<file path="src/rtl/pwc_pkg.sv">
package pwc_pkg;
  localparam logic ADDR_CTRL = 1'b0;
  localparam logic ADDR_BUF  = 1'b1;

  localparam int BIT_RUN  = 7;
  localparam int BIT_PSEL = 6;
  localparam int BIT_IE   = 5;
  localparam int BIT_UF   = 2;
  localparam int BIT_DONE = 1;
  localparam int BIT_FULL = 0;

  typedef enum logic {MODE_INTERVAL = 1'b0, MODE_PULSE = 1'b1} pwc_mode_e;
endpackage

</file>
<file path="src/rtl/pwc_edge_sync.sv">
module pwc_edge_sync #(
  parameter int STAGES = 2
) (
  input  logic clk_i,
  input  logic rst_ni,
  input  logic d_i,
  output logic rise_o,
  output logic fall_o
);
  logic [STAGES-1:0] sync_q;
  logic              prev_q;

  generate
    for (genvar i = 0; i < STAGES; i++) begin : g_stage
      always_ff @(posedge clk_i or negedge rst_ni) begin
        if (!rst_ni) sync_q[i] <= 1'b0;
        else if (i == 0) sync_q[i] <= d_i;
        else sync_q[i] <= sync_q[(i == 0) ? 0 : i-1];
      end
    end
  endgenerate

  always_ff @(posedge clk_i or negedge rst_ni) begin
    if (!rst_ni) prev_q <= 1'b0;
    else         prev_q <= sync_q[STAGES-1];
  end

  assign rise_o = sync_q[STAGES-1] & ~prev_q;
  assign fall_o = ~sync_q[STAGES-1] & prev_q;
endmodule

</file>
<file path="src/rtl/pwc_counter.sv">
module pwc_counter #(
  parameter int WIDTH = 8
) (
  input  logic             clk_i,
  input  logic             rst_ni,
  input  logic             start_i,
  input  logic             run_i,
  input  logic             pulse_i,
  input  logic             one_shot_i,
  input  logic             tick_i,
  input  logic             begin_i,
  input  logic             end_i,
  input  logic [WIDTH-1:0] reload_i,
  output logic [WIDTH-1:0] cnt_o,
  output logic             act_o,
  output logic             uf_o,
  output logic             cap_o,
  output logic             stop_o
);
  localparam logic [WIDTH-1:0] ONE = WIDTH'(1);
  localparam logic [WIDTH-1:0] MAX = '1;

  logic [WIDTH-1:0] cnt_q, cnt_d;
  logic             act_q, act_d;

  always_comb begin
    cnt_d  = cnt_q;
    act_d  = act_q;
    uf_o   = 1'b0;
    cap_o  = 1'b0;
    stop_o = 1'b0;
    if (start_i) begin
      cnt_d = pulse_i ? MAX : reload_i;
      act_d = 1'b0;
    end else if (!run_i) begin
      act_d = 1'b0;
    end else if (!pulse_i) begin
      if (tick_i) begin
        if (cnt_q == ONE) begin
          uf_o   = 1'b1;
          stop_o = one_shot_i;
          cnt_d  = one_shot_i ? '0 : reload_i;
        end else begin
          cnt_d = cnt_q - ONE;
        end
      end
    end else if (act_q) begin
      if (end_i) begin
        cap_o = 1'b1;       // capture live count, hold it
        act_d = 1'b0;
      end else if (tick_i) begin
        uf_o  = (cnt_q == ONE);
        cnt_d = cnt_q - ONE;  // wraps past zero
      end
    end else if (begin_i) begin
      cnt_d = MAX;
      act_d = 1'b1;
    end
  end

  always_ff @(posedge clk_i or negedge rst_ni) begin
    if (!rst_ni) begin
      cnt_q <= '0;
      act_q <= 1'b0;
    end else begin
      cnt_q <= cnt_d;
      act_q <= act_d;
    end
  end

  assign cnt_o = cnt_q;
  assign act_o = act_q;
endmodule

</file>
<file path="src/rtl/pwc_timer.sv">
module pwc_timer
  import pwc_pkg::*;
#(
  parameter int WIDTH       = 8,
  parameter int SYNC_STAGES = 2
) (
  input  logic             clk_i,
  input  logic             rst_ni,
  input  logic             we_i,
  input  logic             re_i,
  input  logic             addr_i,
  input  logic [WIDTH-1:0] wdata_i,
  output logic [WIDTH-1:0] rdata_o,
  input  logic             mode_i,
  input  logic             one_shot_i,
  input  logic             edge_sel_i,
  input  logic             cnt_en_i,
  input  logic             meas_i,
  input  logic             gpio_i,
  output logic             pin_o,
  output logic             pin_sel_o,
  output logic             irq_o
);
  logic run_q, psel_q, ie_q, uf_q, done_q, full_q, tout_q;
  logic [WIDTH-1:0] buf_q;
  logic [WIDTH-1:0] cnt;
  logic meas_act, uf_evt, cap_evt, stop_evt;
  logic ctrl_we, buf_we, buf_re, start, run_eff;
  logic rise, fall, begin_edge, end_edge;
  logic pulse_mode;
  logic [7:0] ctrl_rd;
  logic unused_wbits;

  assign pulse_mode = (pwc_mode_e'(mode_i) == MODE_PULSE);
  assign ctrl_we    = we_i & (addr_i == ADDR_CTRL);
  assign buf_we     = we_i & (addr_i == ADDR_BUF);
  assign buf_re     = re_i & (addr_i == ADDR_BUF);
  assign start      = ctrl_we & wdata_i[BIT_RUN] & ~run_q;
  // a write dropping run takes effect in its own cycle so no capture slips in
  assign run_eff    = run_q & ~(ctrl_we & ~wdata_i[BIT_RUN]);
  assign unused_wbits = ^wdata_i[4:3];

  pwc_edge_sync #(.STAGES(SYNC_STAGES)) u_sync (
    .clk_i  (clk_i),
    .rst_ni (rst_ni),
    .d_i    (meas_i),
    .rise_o (rise),
    .fall_o (fall)
  );

  assign begin_edge = edge_sel_i ? fall : rise;
  assign end_edge   = edge_sel_i ? rise : fall;

  pwc_counter #(.WIDTH(WIDTH)) u_cnt (
    .clk_i      (clk_i),
    .rst_ni     (rst_ni),
    .start_i    (start),
    .run_i      (run_eff),
    .pulse_i    (pulse_mode),
    .one_shot_i (one_shot_i),
    .tick_i     (cnt_en_i),
    .begin_i    (begin_edge),
    .end_i      (end_edge),
    .reload_i   (buf_q),
    .cnt_o      (cnt),
    .act_o      (meas_act),
    .uf_o       (uf_evt),
    .cap_o      (cap_evt),
    .stop_o     (stop_evt)
  );

  always_ff @(posedge clk_i or negedge rst_ni) begin
    if (!rst_ni) begin
      run_q  <= 1'b0;
      psel_q <= 1'b0;
      ie_q   <= 1'b0;
      uf_q   <= 1'b0;
      done_q <= 1'b0;
      full_q <= 1'b0;
      tout_q <= 1'b0;
      buf_q  <= '0;
    end else begin
      if (ctrl_we) begin
        run_q  <= wdata_i[BIT_RUN];
        psel_q <= wdata_i[BIT_PSEL];
        ie_q   <= wdata_i[BIT_IE];
      end else if (stop_evt) begin
        run_q <= 1'b0;
      end
      // set beats a clearing write
      if (uf_evt)                            uf_q <= 1'b1;
      else if (ctrl_we && !wdata_i[BIT_UF])  uf_q <= 1'b0;
      if (cap_evt)                           done_q <= 1'b1;
      else if (ctrl_we && !wdata_i[BIT_DONE]) done_q <= 1'b0;
      if (cap_evt)     full_q <= 1'b1;
      else if (buf_re) full_q <= 1'b0;
      if (uf_evt && !pulse_mode) tout_q <= ~tout_q;
      if (cap_evt)     buf_q <= cnt;
      else if (buf_we) buf_q <= wdata_i;
    end
  end

  assign ctrl_rd   = {run_q, psel_q, ie_q, 2'b00, uf_q, done_q, full_q};
  assign rdata_o   = (addr_i == ADDR_CTRL) ? WIDTH'(ctrl_rd) : buf_q;
  assign pin_sel_o = psel_q;
  assign pin_o     = psel_q ? tout_q : gpio_i;
  assign irq_o     = ie_q & (uf_q | done_q | full_q);
endmodule

</file>
<file path="config.mk">
export PLATFORM = sky130hd
export DESIGN_NAME = pwc_timer
export DESIGN_NICKNAME = d
export VERILOG_FILES = /design/src/rtl/pwc_pkg.sv /design/src/rtl/pwc_edge_sync.sv /design/src/rtl/pwc_counter.sv /design/src/rtl/pwc_timer.sv
export SDC_FILE = /design/constraint.sdc
export NUM_CORES = 1
export LEC_CHECK = 0
export CORE_UTILIZATION = 60
export DETAILED_ROUTE_END_ITERATION = 8
export DONT_BUFFER_PORTS = 1
export GPL_TIMING_DRIVEN = 0
export MAX_ROUTING_LAYER = met4
export PLACE_DENSITY = 0.76
export SLEW_MARGIN = 25
export SYNTH_ARGS = -nofsm -noshare
export SYNTH_HDL_FRONTEND = slang
export SYNTH_HIERARCHICAL = 1
export SYNTH_SLANG_ARGS = --single-unit
</file>
<file path="constraint.sdc">
create_clock -name clk_i -period 3.15 [get_ports clk_i]
set_input_delay 0 -clock clk_i [delete_from_list [all_inputs] [get_ports clk_i]]
set_output_delay 0 -clock clk_i [all_outputs]
set_load 0.01 [all_outputs]
</file>
==> results of run 1 <==
[where the power goes]
group / total [mW] / switching [mW] / internal (mW)
sequential: 0.526 / 0.113 / 0.413
clock: 0.165 / 0.116 / 0.0488
combinational: 0.424 / 0.226 / 0.198
[metrics by stage]
stage	power [mW]	hold WS (ns)	cells	utilization	area (sq um)
floorplan	0.816	-0.296	206	-	1900
global placement	0.901	-0.295	250	0.647	1960
detailed placement	0.915	-0.295	250	0.647	1960
global route	1.18	0.00959	272	0.719	2180
CTS	1.10	0.000733	272	0.719	2180
finish	1.12	0.00474	272	0.719	2180
[per-layer routing]
layer  track usage  share of wire  routed length [um]
met4         0.102          0.013                  67
met3        0.0505          0.075                 393
met5             -              0                   0
met1         0.461           0.42                2190
met2         0.519           0.49                2570
[worst min path at each step]
stage	endpoint
after global routing	buf_q[0]$_DFFE_PN0P_
after floorplan	buf_q[0]$_DFFE_PN0P_
after global placement	u_cnt/cnt_o[7]$_DFFE_PN0P_
after detailed placement	u_cnt/cnt_o[7]$_DFFE_PN0P_
final	buf_q[3]$_DFFE_PN0P_
after CTS	buf_q[3]$_DFFE_PN0P_
[what timing repair did]
action                    CTS  global route
hold endpoints to repair   44             0
setup buffers               0             0
resized for setup           0             0
hold buffers               18             0
[synthesized netlist by cell type, types with 2 or more instances]
library cell  instances  area, sq um
a21o_1                5         37.5
mux2_2               12          135
buf_2                 3         15.0
a41o_1                2         20.0
xor2_1                2         17.5
nand2_1              15         56.3
o31ai_1               5         37.5
xnor2_1               2         17.5
nand4b_1              8         70.1
or3_1                 2         12.5
o311ai_0              8         70.1
nor3_1                6         30.0
a21oi_1               4         20.0
a41oi_1               4         35.0
nor4_1                4         25.0
inv_1                13         48.8
dfrtp_1              27          676
a2111oi_0             2         17.5
nand3_1               5         25.0
clkbuf_1              7         26.3
o21a_1                5         37.5
a211oi_1              2         15.0
nor2b_1               6         37.5
o21ai_0               6         30.0
nand2b_1              4         25.0
a32o_1                2         20.0
and2_1                2         12.5
ha_1                  2         25.0
nor3b_1               4         30.0
or3b_1                2         17.5
nor2_1               11         41.3
buf_6                 2         22.5
o221ai_1              4         35.0
[cell families (layout without fill, tap and decap cells)]
group / after synthesis / in the layout / synth area share
multiplexers: 12 / 12 / 0.0710
buffers and inverters: 26 / 48 / 0.0631
flip-flops: 27 / 27 / 0.355
XOR/XNOR: 4 / 4 / 0.0184
AND/OR/NAND/NOR: 78 / 78 / 0.244
AO/OA/AOI/OAI: 57 / 57 / 0.235
adder cells (fa/ha/maj): 2 / 2 / 0.0131
[worst min-delay path, cell delays in order]
cell and delay [ns]:
buf_6 0.11, nand4b_1 0.10, o311ai_0 0.10
[final cells by class]
class	instances	area [sq um]	area share
clock buffer	3	22.5	0.0103
tap	44	55.1	0.0253
sequential	27	676	0.310
buffer	13	71.3	0.0327
clock inverter	1	7.51	0.00345
inverter	13	48.8	0.0224
timing repair buffer	18	190	0.0873
multi-input combinational	153	1110	0.508
[registers in the layout, indices dropped and copies added, names as in the netlist]
signal,flops
u_cnt/cnt_o,8
done_q,1
pin_sel_o,1
ie_q,1
u_cnt/act_o,1
buf_q,8
full_q,1
run_q,1
u_sync/sync_q,2
uf_q,1
u_sync/prev_q,1
tout_q,1
==> results.md, run 1 <==
- The run finished with clean final reports.
- The number of cells on the worst reg-to-reg path is 8.
- The highest clock rate is 0.330 GHz.
- The end point of the critical path is tout_q$_DFFE_PN0P_.
- The remaining number of nets flagged by the antenna check after routing is 0.
- The proportion of layout cells with a drive suffix above 1 is 0.127.
- The maximum vdd drop is 416 uV.
- The commonest register cell after synthesis is dfrtp_1.
- The setup slack after placement is 0.720 ns.
- The initial utilization of the core area, before any placement, comes to 0.629.
- The die width is 58.3 um.
- The height of the die is 58.3 um.
- The number of antenna violations at the first check in global routing is 0.
- The placed wire-length estimate is 3.57 mm.
- The final number of hold-violating endpoints is 0.
- Counting instances, the worst hold path has a depth of 3.
- The max capacitance violation total is 0.
- The critical path starts at u_cnt/cnt_o[1]$_DFFE_PN0P_.
- The number of nets in the final layout is 250.
- During synthesis, Yosys emitted a total of 6 warnings.
- Counting flops and latches in the post-synthesis netlist gives 27.
- Of all nets on the critical path, the largest fanout is 6.
- Counting flops with an async set or reset pin after synthesis yields a share of 1.00.
- The headroom to the max-slew limit is 0.310.
- The number of max-slew violations in the final report is 0.
- The synthesized design contains 0 enable-type register cells.
- The H-tree depth is 1.
- The top-level port count is 30.
- The synthesized net count is 227.
- The worst reg2reg path startpoint is u_cnt/cnt_o[1]$_DFFE_PN0P_.
- The routed via count is 1829.
- In this run the cell area of the synthesized design comes to 1900 sq um.
- At the worst endpoint, the required time is 3.40 ns.
- Entering global routing, the biggest net connects 28 pins.
- In this run the static leakage power is 0.864 nW.
- Buffers inserted during clock tree synthesis total 3.
- The clock passes through at most 2 buffers.
- For the final database, setup skew stands at 0.00607 ns.
- In this run the clock root is driven by a clkbuf_4.
- The region available for standard cell placement spans 3030 sq um.
- Setup slack on the critical path of the routed design comes to 0.117 ns.
- The global-route wire length before repair is 8.27 mm.
- The sequential cell area fraction in the yosys report is 0.355.
- The longest individual stage delay on the worst path is 0.67 ns.
- The filler cell count is 226.
- The average wire per standard cell is 19.2 um.
- The startpoint identified for the worst hold timing path is we_i.
- The final number of setup-violating endpoints is 0.
- The number of core rows is 20.
- After synthesis, the mean cell area works out to 9.24 sq um.
- Counting both buffers and inverters, the worst setup path holds a total of 2.
- STA classifies the critical path endpoint as a flip-flop.
- The detailed-routing iteration count for the pre-antenna-repair pass is 5.
- The aggregate negative setup slack is 0 ns.
- After clock tree synthesis, the clock-pin slew on the worst setup and hold paths is 0.16 ns.
- The die outline area is 3400 sq um.
- For this run the aggregate overflow at the end of global routing stands at 0.
- The setup path with the least slack is of type flip-flop to flip-flop.
- The transition time at the pin with the least slew margin is 1.03 ns.
- Broken down by cell family, the worst path's largest delay share belongs to simple AND/OR/NAND/NOR gates.
- In the routed design, unresolved DRC markers number 0.
- The number of vias per cell is 6.72.
- Routability-driven placement finished with a final weighted congestion of 0.990.
- After the first detailed-routing iteration, the DRC count stood at 186.
- Counting I/O delays and the setup requirement, the final critical path takes 3.03 ns.
- The gate count of the mapped netlist is 206.
- The antenna cell count is 0.
- The slowest stage cell on the critical path is nor3b_1.
- Leaving out fill and tap cells, the most frequent cells in the layout are dfrtp_1, dlygate4sd3_1, nand2_1.
- Across every metal layer, demand over resource in global routing totals 0.337.
- The via count of the first global-routing pass was 1676.
- The final critical-path share of the clock period is 0.963.
- The source-to-sink clock delay at the later pin of the worst-skew pair is 0.34 ns.
- Traced cell by cell, the critical path runs through inv_1 -> ha_1 -> nor3b_1 -> nand2_1 -> a211oi_1 -> nand2b_1 -> dlygate4sd3_1 -> xnor2_1.
- The critical path crosses 8 cells after its start point.
- The power density over the cells is 512 nW/um^2.
- For flop-to-flop paths, the worst setup slack is 0.12 ns.
- The number of I/O port buffers is 0.
- STA classifies the critical path startpoint as a flip-flop.
- In this run, distinct cell masters in the synthesized netlist total 51.
- The endpoint identified for the worst register-to-register timing path is tout_q$_DFFE_PN0P_.
- Setup repair after global routing left no endpoint under its margin.
- The layout overhead on the synthesized area is 14.5%.
- The most frequent standard cell in the layout excluding fill and tap cells is dfrtp_1.
- The arrival time at the worst endpoint is 3.28 ns.
- TritonCTS built the clock tree.
- The clock net in this run drives a total of 27 sinks.
- The type of the tightest min-delay check is input port to flip-flop.
- The routed design has 5.21 mm of wire.
Note: power is estimated with default switching activity, not from simulation.
==> run 2: changes to the inputs <==
- RECOVER_POWER: unset -> 100
==> run 2 against run 1 <==
Net effect: the flow now finishes with violations (max-capacitance violations, max-slew violations); via count grew 1.1%; design area shrank 0.75%; die area is the same; critical path depth is the same; count of clock-buffer cells in the layout is the same; global-route usage unchanged; register-to-register slack lost 0.03 ns.
==> results.md, run 2 (synthesized netlist as in run 1, its figures left out) <==
- The final number of setup-violating endpoints is 0 (unchanged).
- The worst endpoint required time is 3.41 ns (about the same).
- The proportion of layout cells with a drive suffix above 1 is 0.0877 (-0.0395).
- Setup repair after global routing left no endpoint under its margin.
- The top-level port count came to 30 (unchanged).
- The source-to-sink clock delay at the later pin of the worst-skew pair came to 0.34 ns (about the same).
- The routed via count came to 1850 (+1.1%).
- The deepest clock path buffer count is 2 (unchanged).
- The maximum vdd drop is 413 uV (-0.72%).
- The aggregate negative setup slack is 0 ns (unchanged).
- The top cell types in the final layout, fill and taps aside, are dfrtp_1, dlygate4sd3_1, nand2_1.
- TritonCTS built the clock tree.
- The worst hold path belongs to the class input port to flip-flop.
- The global-route wire length before repair came to 8.27 mm (unchanged).
- The die width was 58.3 um (unchanged).
- The instance count after placement with tap cells included was 250 (unchanged).
- The detailed-routing iteration count for the pre-antenna-repair pass is 5 (unchanged).
- The remaining number of nets flagged by the antenna check after routing was 0 (unchanged).
- The leakage power of the design was 0.858 nW (-0.69%).
- The checks that failed: max-capacitance violations, max-slew violations.
- The final routed DRC violation total is 0 (unchanged).
- The final critical-path share of the clock period is 0.973 (+0.00997).
- The antenna cell count was 0 (unchanged).
- The final cell count without fillers is 272 (unchanged).
- The placed wire-length estimate is 3.57 mm (unchanged).
- The worst setup path is captured at a flip-flop.
- The top fanout value on the critical path is 6 (unchanged).
- The clock transition at the registers of the reported paths is 0.16 ns (about the same).
- The number of antenna violations at the first check in global routing came to 0 (unchanged).
- The global-route usage over all layers is 0.337 (unchanged).
- The clock period minus final worst setup slack is 3.06 ns (+0.0314 ns).
- The transition time at the pin with the least slew margin came to 1.50 ns (+0.477 ns).
- The worst hold slack after final layout is 0.0124 ns (+0.00761 ns).
- The number of sinks handled by clock tree synthesis is 27 (unchanged).
- The clock root buffer is clkbuf_4.
- The library cell used most frequently in the layout, excluding fill and tap cells, is dfrtp_1.
- The headroom to the max-slew limit is -0.00167 (-0.312).
- The initial core utilization came to 0.629 (unchanged).
- The via count of the first global-routing pass is 1676 (unchanged).
- The longest individual stage delay on the worst path was 0.69 ns (+0.02 ns).
- The highest clock rate is 0.326 GHz (-1.0%).
- The total power came to 1.11 mW (-0.53%).
- The arrival time at the worst endpoint was 3.32 ns (+0.04 ns).
- The slowest stage cell on the critical path is nor3b_1.
- The H-tree depth is 1 (unchanged).
- The die outline area is 3400 sq um (unchanged).
- Relative to the synthesized area, the layout overhead comes to 13.6%.
- The instance area at placement is 1960 sq um (unchanged).
- The total clock buffers created by CTS is 3 (unchanged).
- The average wire per standard cell was 19.2 um (about the same).
- The number of nets in the final layout is 250 (unchanged).
- The kind of cell adding the most delay to the critical path is simple AND/OR/NAND/NOR gates.
- Traced cell by cell, the critical path runs through inv_1 -> ha_1 -> nor3b_1 -> nand2_1 -> a211oi_1 -> nand2b_1 -> dlygate4sd3_1 -> xnor2_1.
- The final number of hold-violating endpoints was 0 (unchanged).
- The core box area is 3030 sq um (unchanged).
- The flow ran to the end, but the final reports show violations.
- The residual overflow from global routing is 0 (unchanged).
- The maximum number of pins on one net before global-route repair came to 28 (unchanged).
- The number of vias per cell is 6.80 (+1.1%).
- The routed wire length is 5.22 mm (about the same).
- The number of I/O port buffers came to 0 (unchanged).
- The worst-case setup margin in the final layout is 0.0851 ns (-0.0314 ns).
- The number of max-slew violations in the final report is 27 (+27).
- The height of the die is 58.3 um (unchanged).
- The routability-driven placement congestion ratio is 0.990 (unchanged).
- The max capacitance violation total came to 1 (+1).
- The post-route cell area was 2160 sq um (-0.75%).
- The final standard cell utilization of the core is 0.714 (-0.00537).
- The setup slack after placement was 0.720 ns (unchanged).
- The worst setup path is launched from a flip-flop.
- The buffers inserted during post-CTS setup optimization came to 0 (unchanged).
- The number of buffers and inverters on the critical path was 2 (unchanged).
- The critical path class is flip-flop to flip-flop.
- The clock skew came to 0.00148 ns (-0.00459 ns).
- The number of core rows is 20 (unchanged).
- The power density over the cells came to 513 nW/um^2 (+0.22%).
- The number of DRC markers after the initial detailed-route iteration is 155 (-17%).
## run 2: changes by cell type in the layout (fill, tap and decap cells not counted), sizes merged
cell / change
buf: -1
clkbuf: +1
## run 2: layout make-up
cell class | count | area [sq um]
clock buffer | 3 | 22.5
clock inverter | 1 | 7.51
buffer | 13 | 71.3
sequential | 27 | 676
multi-input combinational | 153 | 1110
inverter | 13 | 48.8
fill | 229 | 866
tap | 44 | 55.1
timing repair buffer | 18 | 174
## run 2: repair_timing
item                                   in CTS  in global routing
gates resized for setup                     0                  0
hold buffers                               18                  0
endpoints found under the hold margin      44                  0
## run 2: path summary, 6_finish.rpt
kind	from	end	slack, ns	cells past startpoint
setup reg to reg	u_cnt/cnt_o[1]$_DFFE_PN0P_	tout_q$_DFFE_PN0P_	0.09	8
max in group asynchronous	rst_ni	buf_q[6]$_DFFE_PN0P_	1.76	2
hold / removal	cnt_en_i	run_q$_DFFE_PN0P_	0.01	4
setup / recovery	u_cnt/cnt_o[1]$_DFFE_PN0P_	tout_q$_DFFE_PN0P_	0.09	8
hold reg to reg	u_sync/sync_q[0]$_DFF_PN0_	u_sync/sync_q[1]$_DFF_PN0_	0.38	0
min in group asynchronous	rst_ni	u_cnt/cnt_o[6]$_DFFE_PN0P_	0.53	2
## run 2: tightest hold or removal path: cells and delay by family
kind | cells | cell delay, ns
multiplexers | 1 | 0.14
AND/OR/NAND/NOR | 3 | 0.20
## run 2: report_power, final
group          internal, mW  total [mW]  switching (mW)
logic                 0.192       0.417           0.225
registers             0.413       0.526           0.113
clock network        0.0488       0.167           0.118
## run 2: metal layers
metal	wire length, um	GRT usage	part of all wire	up-vias
li1	-	-	-	831
met2	2510	0.519	0.48	131
met5	0	-	0	-
met4	85	0.102	0.016	0
met3	584	0.0505	0.11	19
met1	2030	0.461	0.39	869
